## src/rtl/i2c_dac_pkg.sv

```systemverilog
package i2c_dac_pkg;

  localparam int BYTE_W = 8;
  localparam int ADDR_W = 7;

  typedef enum logic [2:0] {
    ST_IDLE,
    ST_ADDR,
    ST_ADDR_ACK,
    ST_WR_BYTE,
    ST_WR_ACK,
    ST_RD_BYTE,
    ST_RD_ACK,
    ST_IGNORE
  } linkState_t;

  // strobes from control to datapath
  typedef struct packed {
    logic shiftIn;   // capture SDA into receive shifter
    logic loadHigh;  // hold received upper byte
    logic commit;    // upper + lower complete and acknowledged
  } dpStrobe_t;

endpackage

```

## src/rtl/i2c_dac_linesync.sv

```systemverilog
module i2c_dac_linesync #(
  parameter int SYNC_STAGES = 2
) (
  input  logic clk,
  input  logic rstN,
  input  logic sclIn,
  input  logic sdaIn,
  output logic sclLvl,
  output logic sdaLvl,
  output logic sclRise,
  output logic sclFall,
  output logic startSeen,
  output logic stopSeen
);

  localparam int TOP = SYNC_STAGES - 1;

  logic [TOP:0] sclChain;
  logic [TOP:0] sdaChain;
  logic         sclPrev;
  logic         sdaPrev;

  generate
    if (SYNC_STAGES == 1) begin : gSingle
      always_ff @(posedge clk or negedge rstN) begin
        if (!rstN) begin
          sclChain <= '1;
          sdaChain <= '1;
        end else begin
          sclChain[0] <= sclIn;
          sdaChain[0] <= sdaIn;
        end
      end
    end else begin : gMulti
      always_ff @(posedge clk or negedge rstN) begin
        if (!rstN) begin
          sclChain <= '1;
          sdaChain <= '1;
        end else begin
          sclChain <= {sclChain[TOP-1:0], sclIn};
          sdaChain <= {sdaChain[TOP-1:0], sdaIn};
        end
      end
    end
  endgenerate

  always_ff @(posedge clk or negedge rstN) begin
    if (!rstN) begin
      sclPrev <= 1'b1;
      sdaPrev <= 1'b1;
    end else begin
      sclPrev <= sclChain[TOP];
      sdaPrev <= sdaChain[TOP];
    end
  end

  assign sclLvl    = sclChain[TOP];
  assign sdaLvl    = sdaChain[TOP];
  assign sclRise   = sclLvl & ~sclPrev;
  assign sclFall   = ~sclLvl & sclPrev;
  assign startSeen = sclLvl & sclPrev & sdaPrev & ~sdaLvl;
  assign stopSeen  = sclLvl & sclPrev & ~sdaPrev & sdaLvl;

endmodule

```

## src/rtl/i2c_dac_ctrl.sv

```systemverilog
module i2c_dac_ctrl
  import i2c_dac_pkg::*;
(
  input  logic                clk,
  input  logic                rstN,
  input  logic                sclRise,
  input  logic                sclFall,
  input  logic                startSeen,
  input  logic                stopSeen,
  input  logic                sdaLvl,
  input  logic [BYTE_W-1:0]   rxByte,
  input  logic [BYTE_W-1:0]   txByte,
  input  logic [ADDR_W-1:0]   devAddr,
  output dpStrobe_t           stb,
  output logic                rdLow,
  output logic                sdaOe
);

  localparam int CNT_W = $clog2(BYTE_W + 1);
  localparam logic [CNT_W-1:0] FULL_CNT = CNT_W'(BYTE_W);
  localparam logic [CNT_W-1:0] LAST_TX  = CNT_W'(BYTE_W - 1);

  linkState_t       state;
  logic [CNT_W-1:0] bitCnt;
  logic             isRead;
  logic             wantLow;
  logic             masterAck;
  logic [2:0]       txIdx;

  assign txIdx = ~bitCnt[2:0];

  always_comb begin
    stb = '0;
    if (!startSeen && !stopSeen) begin
      case (state)
        ST_ADDR, ST_WR_BYTE: stb.shiftIn = sclRise;
        ST_WR_ACK: begin
          stb.loadHigh = sclFall & ~wantLow;
          stb.commit   = sclFall & wantLow;
        end
        default: ;
      endcase
    end
  end

  always_comb begin
    case (state)
      ST_ADDR_ACK, ST_WR_ACK: sdaOe = 1'b1;
      ST_RD_BYTE:             sdaOe = ~txByte[txIdx];
      default:                sdaOe = 1'b0;
    endcase
  end

  always_ff @(posedge clk or negedge rstN) begin
    if (!rstN) begin
      state     <= ST_IDLE;
      bitCnt    <= '0;
      isRead    <= 1'b0;
      wantLow   <= 1'b0;
      rdLow     <= 1'b0;
      masterAck <= 1'b0;
    end else if (startSeen) begin
      state   <= ST_ADDR;
      bitCnt  <= '0;
      wantLow <= 1'b0;
      rdLow   <= 1'b0;
    end else if (stopSeen) begin
      state   <= ST_IDLE;
      bitCnt  <= '0;
      wantLow <= 1'b0;
    end else begin
      case (state)
        ST_ADDR: begin
          if (sclRise) bitCnt <= bitCnt + 1'b1;
          else if (sclFall && bitCnt == FULL_CNT) begin
            bitCnt <= '0;
            if (rxByte[BYTE_W-1:1] == devAddr) begin
              state  <= ST_ADDR_ACK;
              isRead <= rxByte[0];
            end else begin
              state <= ST_IGNORE;
            end
          end
        end
        ST_ADDR_ACK: begin
          if (sclFall) begin
            bitCnt  <= '0;
            rdLow   <= 1'b0;
            wantLow <= 1'b0;
            state   <= isRead ? ST_RD_BYTE : ST_WR_BYTE;
          end
        end
        ST_WR_BYTE: begin
          if (sclRise) bitCnt <= bitCnt + 1'b1;
          else if (sclFall && bitCnt == FULL_CNT) begin
            bitCnt <= '0;
            state  <= ST_WR_ACK;
          end
        end
        ST_WR_ACK: begin
          if (sclFall) begin
            wantLow <= ~wantLow;
            state   <= ST_WR_BYTE;
          end
        end
        ST_RD_BYTE: begin
          if (sclFall) begin
            if (bitCnt == LAST_TX) begin
              bitCnt <= '0;
              state  <= ST_RD_ACK;
            end else begin
              bitCnt <= bitCnt + 1'b1;
            end
          end
        end
        ST_RD_ACK: begin
          if (sclRise) masterAck <= ~sdaLvl;
          else if (sclFall) begin
            if (masterAck) begin
              rdLow <= ~rdLow;
              state <= ST_RD_BYTE;
            end else begin
              state <= ST_IGNORE;
            end
          end
        end
        default: ;
      endcase
    end
  end

endmodule

```

## src/rtl/i2c_dac_dpath.sv

```systemverilog
module i2c_dac_dpath
  import i2c_dac_pkg::*;
#(
  parameter int CODE_W = 12,
  parameter int MODE_W = 2
) (
  input  logic              clk,
  input  logic              rstN,
  input  logic              sdaLvl,
  input  dpStrobe_t         stb,
  input  logic              rdLow,
  output logic [BYTE_W-1:0] rxByte,
  output logic [BYTE_W-1:0] txByte,
  output logic [CODE_W-1:0] dacCode,
  output logic [MODE_W-1:0] pwrMode,
  output logic              updateStb
);

  localparam int HI_W   = CODE_W - BYTE_W;
  localparam int HOLD_W = MODE_W + HI_W;
  localparam int PAD_W  = BYTE_W - HOLD_W;

  logic [BYTE_W-1:0] shiftReg;
  logic [HOLD_W-1:0] hiHold;
  logic [CODE_W-1:0] wordCode;
  logic [MODE_W-1:0] wordMode;
  logic [CODE_W-1:0] newCode;
  logic [MODE_W-1:0] newMode;

  assign newCode = {hiHold[HI_W-1:0], shiftReg};
  assign newMode = hiHold[HOLD_W-1:HI_W];

  always_ff @(posedge clk or negedge rstN) begin
    if (!rstN) begin
      shiftReg <= '0;
      hiHold   <= '0;
    end else begin
      if (stb.shiftIn)  shiftReg <= {shiftReg[BYTE_W-2:0], sdaLvl};
      if (stb.loadHigh) hiHold   <= shiftReg[HOLD_W-1:0];
    end
  end

  always_ff @(posedge clk or negedge rstN) begin
    if (!rstN) begin
      wordCode  <= '0;
      wordMode  <= '0;
      dacCode   <= '0;
      updateStb <= 1'b0;
    end else begin
      updateStb <= 1'b0;
      if (stb.commit) begin
        wordCode <= newCode;
        wordMode <= newMode;
        if (newMode == '0) begin
          dacCode   <= newCode;
          updateStb <= 1'b1;
        end
      end
    end
  end

  assign rxByte  = shiftReg;
  assign pwrMode = wordMode;
  assign txByte  = rdLow ? wordCode[BYTE_W-1:0]
                         : {{PAD_W{1'b0}}, wordMode, wordCode[CODE_W-1:BYTE_W]};

endmodule

```

## src/rtl/i2c_dac_regif.sv

```systemverilog
module i2c_dac_regif
  import i2c_dac_pkg::*;
#(
  parameter int CODE_W      = 12,
  parameter int MODE_W      = 2,
  parameter int SYNC_STAGES = 2
) (
  input  logic              clk,
  input  logic              rstN,
  input  logic [ADDR_W-1:0] devAddr,
  input  logic              sclIn,
  input  logic              sdaIn,
  output logic              sdaOe,
  output logic [CODE_W-1:0] dacCode,
  output logic [MODE_W-1:0] pwrMode,
  output logic              updateStb
);

  logic              sclLvl;
  logic              sdaLvl;
  logic              sclRise;
  logic              sclFall;
  logic              startSeen;
  logic              stopSeen;
  dpStrobe_t         stb;
  logic              rdLow;
  logic [BYTE_W-1:0] rxByte;
  logic [BYTE_W-1:0] txByte;

  i2c_dac_linesync #(.SYNC_STAGES(SYNC_STAGES)) line_i (
    .clk(clk), .rstN(rstN), .sclIn(sclIn), .sdaIn(sdaIn),
    .sclLvl(sclLvl), .sdaLvl(sdaLvl), .sclRise(sclRise), .sclFall(sclFall),
    .startSeen(startSeen), .stopSeen(stopSeen)
  );

  i2c_dac_ctrl ctrl_i (
    .clk(clk), .rstN(rstN), .sclRise(sclRise), .sclFall(sclFall),
    .startSeen(startSeen), .stopSeen(stopSeen), .sdaLvl(sdaLvl),
    .rxByte(rxByte), .txByte(txByte), .devAddr(devAddr),
    .stb(stb), .rdLow(rdLow), .sdaOe(sdaOe)
  );

  i2c_dac_dpath #(.CODE_W(CODE_W), .MODE_W(MODE_W)) dpath_i (
    .clk(clk), .rstN(rstN), .sdaLvl(sdaLvl), .stb(stb), .rdLow(rdLow),
    .rxByte(rxByte), .txByte(txByte), .dacCode(dacCode),
    .pwrMode(pwrMode), .updateStb(updateStb)
  );

endmodule

```

## config.mk

```make
export PLATFORM = sky130hd
export DESIGN_NAME = i2c_dac_regif
export DESIGN_NICKNAME = d
export VERILOG_FILES = /design/src/rtl/i2c_dac_pkg.sv /design/src/rtl/i2c_dac_linesync.sv /design/src/rtl/i2c_dac_ctrl.sv /design/src/rtl/i2c_dac_dpath.sv /design/src/rtl/i2c_dac_regif.sv
export SDC_FILE = /design/constraint.sdc
export NUM_CORES = 1
export LEC_CHECK = 0
export BUFFER_PORTS_ARGS = -buffer_cell sky130_fd_sc_hd__buf_2
export CORE_ASPECT_RATIO = 0.9
export CORE_MARGIN = 2
export CORE_UTILIZATION = 40
export CTS_CLUSTER_SIZE = 8
export DETAILED_ROUTE_END_ITERATION = 10
export HOLD_SLACK_MARGIN = 0.02
export SETUP_SLACK_MARGIN = 0.02
export SLEW_MARGIN = 20
export SYNTH_ARGS = -nofsm -noshare
export SYNTH_HDL_FRONTEND = slang
export SYNTH_HIERARCHICAL = 1
export SYNTH_SLANG_ARGS = --single-unit
```

## constraint.sdc

```tcl
create_clock -name clk -period 3.4 [get_ports clk]
set_input_delay 0.68 -clock clk [delete_from_list [all_inputs] [get_ports clk]]
set_output_delay 0.68 -clock clk [all_outputs]
set_load 0.005 [all_outputs]
```

==> results.py <==
metrics = {
    "floorplan": {
        "rows": 29,
        "start_util": 0.408,
        "die_x_microns": 92.8,
        "io_pins": 27,
        "dieArea_sq_mm": 0.00779,
        "core_sq_mm": 0.00697,
        "die_h_microns": 84.0,
    },
    "logic_synthesis": {
        "synth_cell_types": 56,
        "synth_edf_count": 0,
        "synth_seq_cells": 58,
        "synth_commonest_cells": "dfrtp_1, mux2_2, mux2_4",
        "synthesis.instances": 219,
        "synth_top_cell_area_share": 0.458,
        "syn_area_per_cell_sq_um": 13.0,
        "synthArstFlopShare": 1.00,
        "synth_area_sq_mm": 0.00284,
        "yosys_warnings": 6,
        "synth_most_common_cell": "dfrtp_1",
        "synth_ff_type": "dfrtp_1",
        "synth_area_leaders": "dfrtp_1, mux2_2, dfstp_2, mux2_4, xnor2_1",
        "ys_seq_area_frac": 0.513,
        "synth_top_cell_by_area": "dfrtp_1",
        "syn_nets": 232,
    },
    "global_routing": {
        "track_usage": 0.162,
        "grt_util_met3": 0.0352,
        "grt_busiest_layer": "met1",
        "antenna_found_initial": 0,
        "grt-ovfl-total": 0,
        "grtUsageMet2": 0.229,
        "grt_max_degree": 36,
        "grt_pass1_wl_microns": 9560,
        "met1_usage": 0.237,
        "grt_pass1_vias": 1801,
    },
    "sta": {
        "fin_worst_skew_ns": 0.00937,
        "finalCritPeriodShare": 0.834,
        "worst_slack_ns": 0.566,
        "rsz0062_at_grt": "no",
        "slew_viol_final": 0,
        "slew_headroom": 0.477,
        "hold_viol_final": 0,
        "worst_pin_slew_ns": 0.785,
        "final.min_clock_period_ns": 2.83,
        "fmax_ghz": 0.353,
        "setup_viol": 0,
        "tns_ns": 0,
    },
    "critical_path": {
        "cp_slowest_cell": "dfrtp_1",
        "crit_fanout": 10,
        "required_ns": 2.72,
        "start_kind": "register",
        "cp-end-kind": "primary output",
        "critPathKind": "reg -> out",
        "critPathMaxStageDelay_ns": 0.54,
        "path_cells": "mux2_2 > mux4_2 > mux2i_1 > nand2_1 > o221ai_1 > buf_2",
        "arrival_ns": 2.15,
        "ff2ff_path_depth": 7,
    },
    "job": {
        "drv_cap": 0,
    },
    "finish": {
        "drive_gt1_frac": 0.419,
        "final_cells": 346,
        "nNetsFinal": 262,
        "ff_latch_area_sq_mm": 0.00146,
        "antenna_cells": 0,
        "nFillCells": 646,
        "area_delta_synth_final_pct": 17.7,
        "multi_input_area_sq_mm": 0.00129,
    },
    "drt": {
        "dr.pass1.iters": 4,
        "drtAntennaViolNets": 0,
        "viasPerCell": 5.35,
        "finalWirelength_microns": 5780,
        "initialDrtViolationCount": 107,
        "wl_per_cell_microns": 16.7,
        "drc": 0,
        "vias": 1851,
    },
    "clock_tree": {
        "numClockSinks": 58,
        "worstSkewPairLatency_ns": 0.33,
        "post-cts-setup-buffers": 0,
        "htreeDepth": 3,
        "post_cts_resized": 0,
        "cts_hold_buf": 0,
        "root_buffer": "clkbuf_8",
        "cts_max_path_buffers": 2,
        "cts_made_buffers": 9,
        "cts_tree": "done",
        "clk_pin_slew_worst_paths_ns": 0.07,
    },
    "status": {
        "status": "finished clean",
    },
    "placement": {
        "hpwl_microns": 3980,
        "gp_congestion": 0.865,
        "placedCellCount": 331,
        "portBuffers": 26,
        "place_ws_ns": 0.731,
    },
    "worst_hold_path": {
        "holdPathStages": 0,
        "hold_path.class": "reg -> reg",
    },
    "power": {
        "power_leakage_nw": 1.58,
        "power.total_mw": 2.51,
        "ir_drop_mv": 0.371,
        "pwr_density_cell_mw_per_mm2": 751,
    },
}
## metrics by stage
step / hold WS [ns] / area (sq um) / util
2_1_floorplan: 0.345 / 2840 / -
3_3_place_gp: 0.346 / 3060 / 0.439
3_5_place_dp: 0.350 / 3060 / 0.439
4_1_cts: 0.353 / 3340 / 0.480
5_1_grt: 0.357 / 3340 / 0.480
6_report: 0.351 / 3340 / 0.480
## power breakdown
group	leakage (nW)	total (mW)	switching (mW)	internal, mW
logic	0.665	0.564	0.261	0.303
clock network	0.143	0.923	0.272	0.651
registers	0.768	1.02	0.210	0.812
total	1.58	2.51	0.743	1.77
## placed cells by master (no fill, tap or decap), drive strengths merged, types with 4 or more instances in the layout
master,netlist,final
dfrtp,52,52
mux2,47,47
buf,6,30
clkbuf,5,10
inv,9,9
nor2,8,8
xnor2,7,7
dfstp,6,6
bufinv,0,5
nand2,5,5
o21ai,5,5
nand2b,4,4
nor2b,4,4
mux2i,4,4
a21oi,4,4
## cell type report
cell class | instances | share of cell area
clock buffers | 10 | 0.0412
clock inverters | 5 | 0.0449
inverters | 9 | 0.0101
multi-input cells | 141 | 0.385
flip-flops and latches | 58 | 0.436
well taps | 93 | 0.0348
repair buffers | 30 | 0.0479
## final timing paths
| path | slack (ns) | end | from |
|---|---|---|---|
| max in group asynchronous | 2.16 | dpath_i/dacCode[4] | rstN |
| min reg2reg | 0.35 | line_i/sclChain[1] | line_i/sclChain[0] |
| min in group asynchronous | 0.43 | ctrl_i/state[1] | rstN |
| max | 0.57 | sdaOe | ctrl_i/rdLow |
| min | 0.35 | line_i/sclChain[1] | line_i/sclChain[0] |
| max reg2reg | 0.70 | dpath_i/dacCode[1] | line_i/sdaChain[1] |
## flip-flops by register name, summed over array words and instances, names as in the netlist, 2 cells and up
name and count:
dpath_i/wordCode 12, dpath_i/rxByte 8, ctrl_i/state 3, line_i/sdaChain 2, ctrl_i/bitCnt 4, line_i/sclChain 2, dpath_i/hiHold 6, dpath_i/pwrMode 2
dpath_i/dacCode 12
## per-layer routing
metal	up-vias	wire [microns]
li1	871	-
met1	932	2860
met2	43	2620
met3	5	250
met4	0	50
met5	-	0
## worst max-delay path, delay by kind of cell, from the launching register on
| kind | cells | cell delay, ns |
|---|---|---|
| AOI/OAI and AO/OA | 1 | 0.08 |
| buffers and inverters | 1 | 0.15 |
| DFF | 1 | 0.54 |
| muxes | 3 | 0.98 |
| and+or+nand+nor | 1 | 0.08 |
## kinds of logic after synthesis
family                     Yosys count  share of synthesized area
AOI/OAI and AO/OA                   29                     0.0744
and+or+nand+nor                     49                      0.114
DFF                                 58                      0.513
buffers and inverters               20                     0.0361
muxes                               53                      0.228
adders and majority gates            2                    0.00881
xor gates and xnor gates             8                     0.0247
No activity file was read; power rests on OpenSTA's default activity.
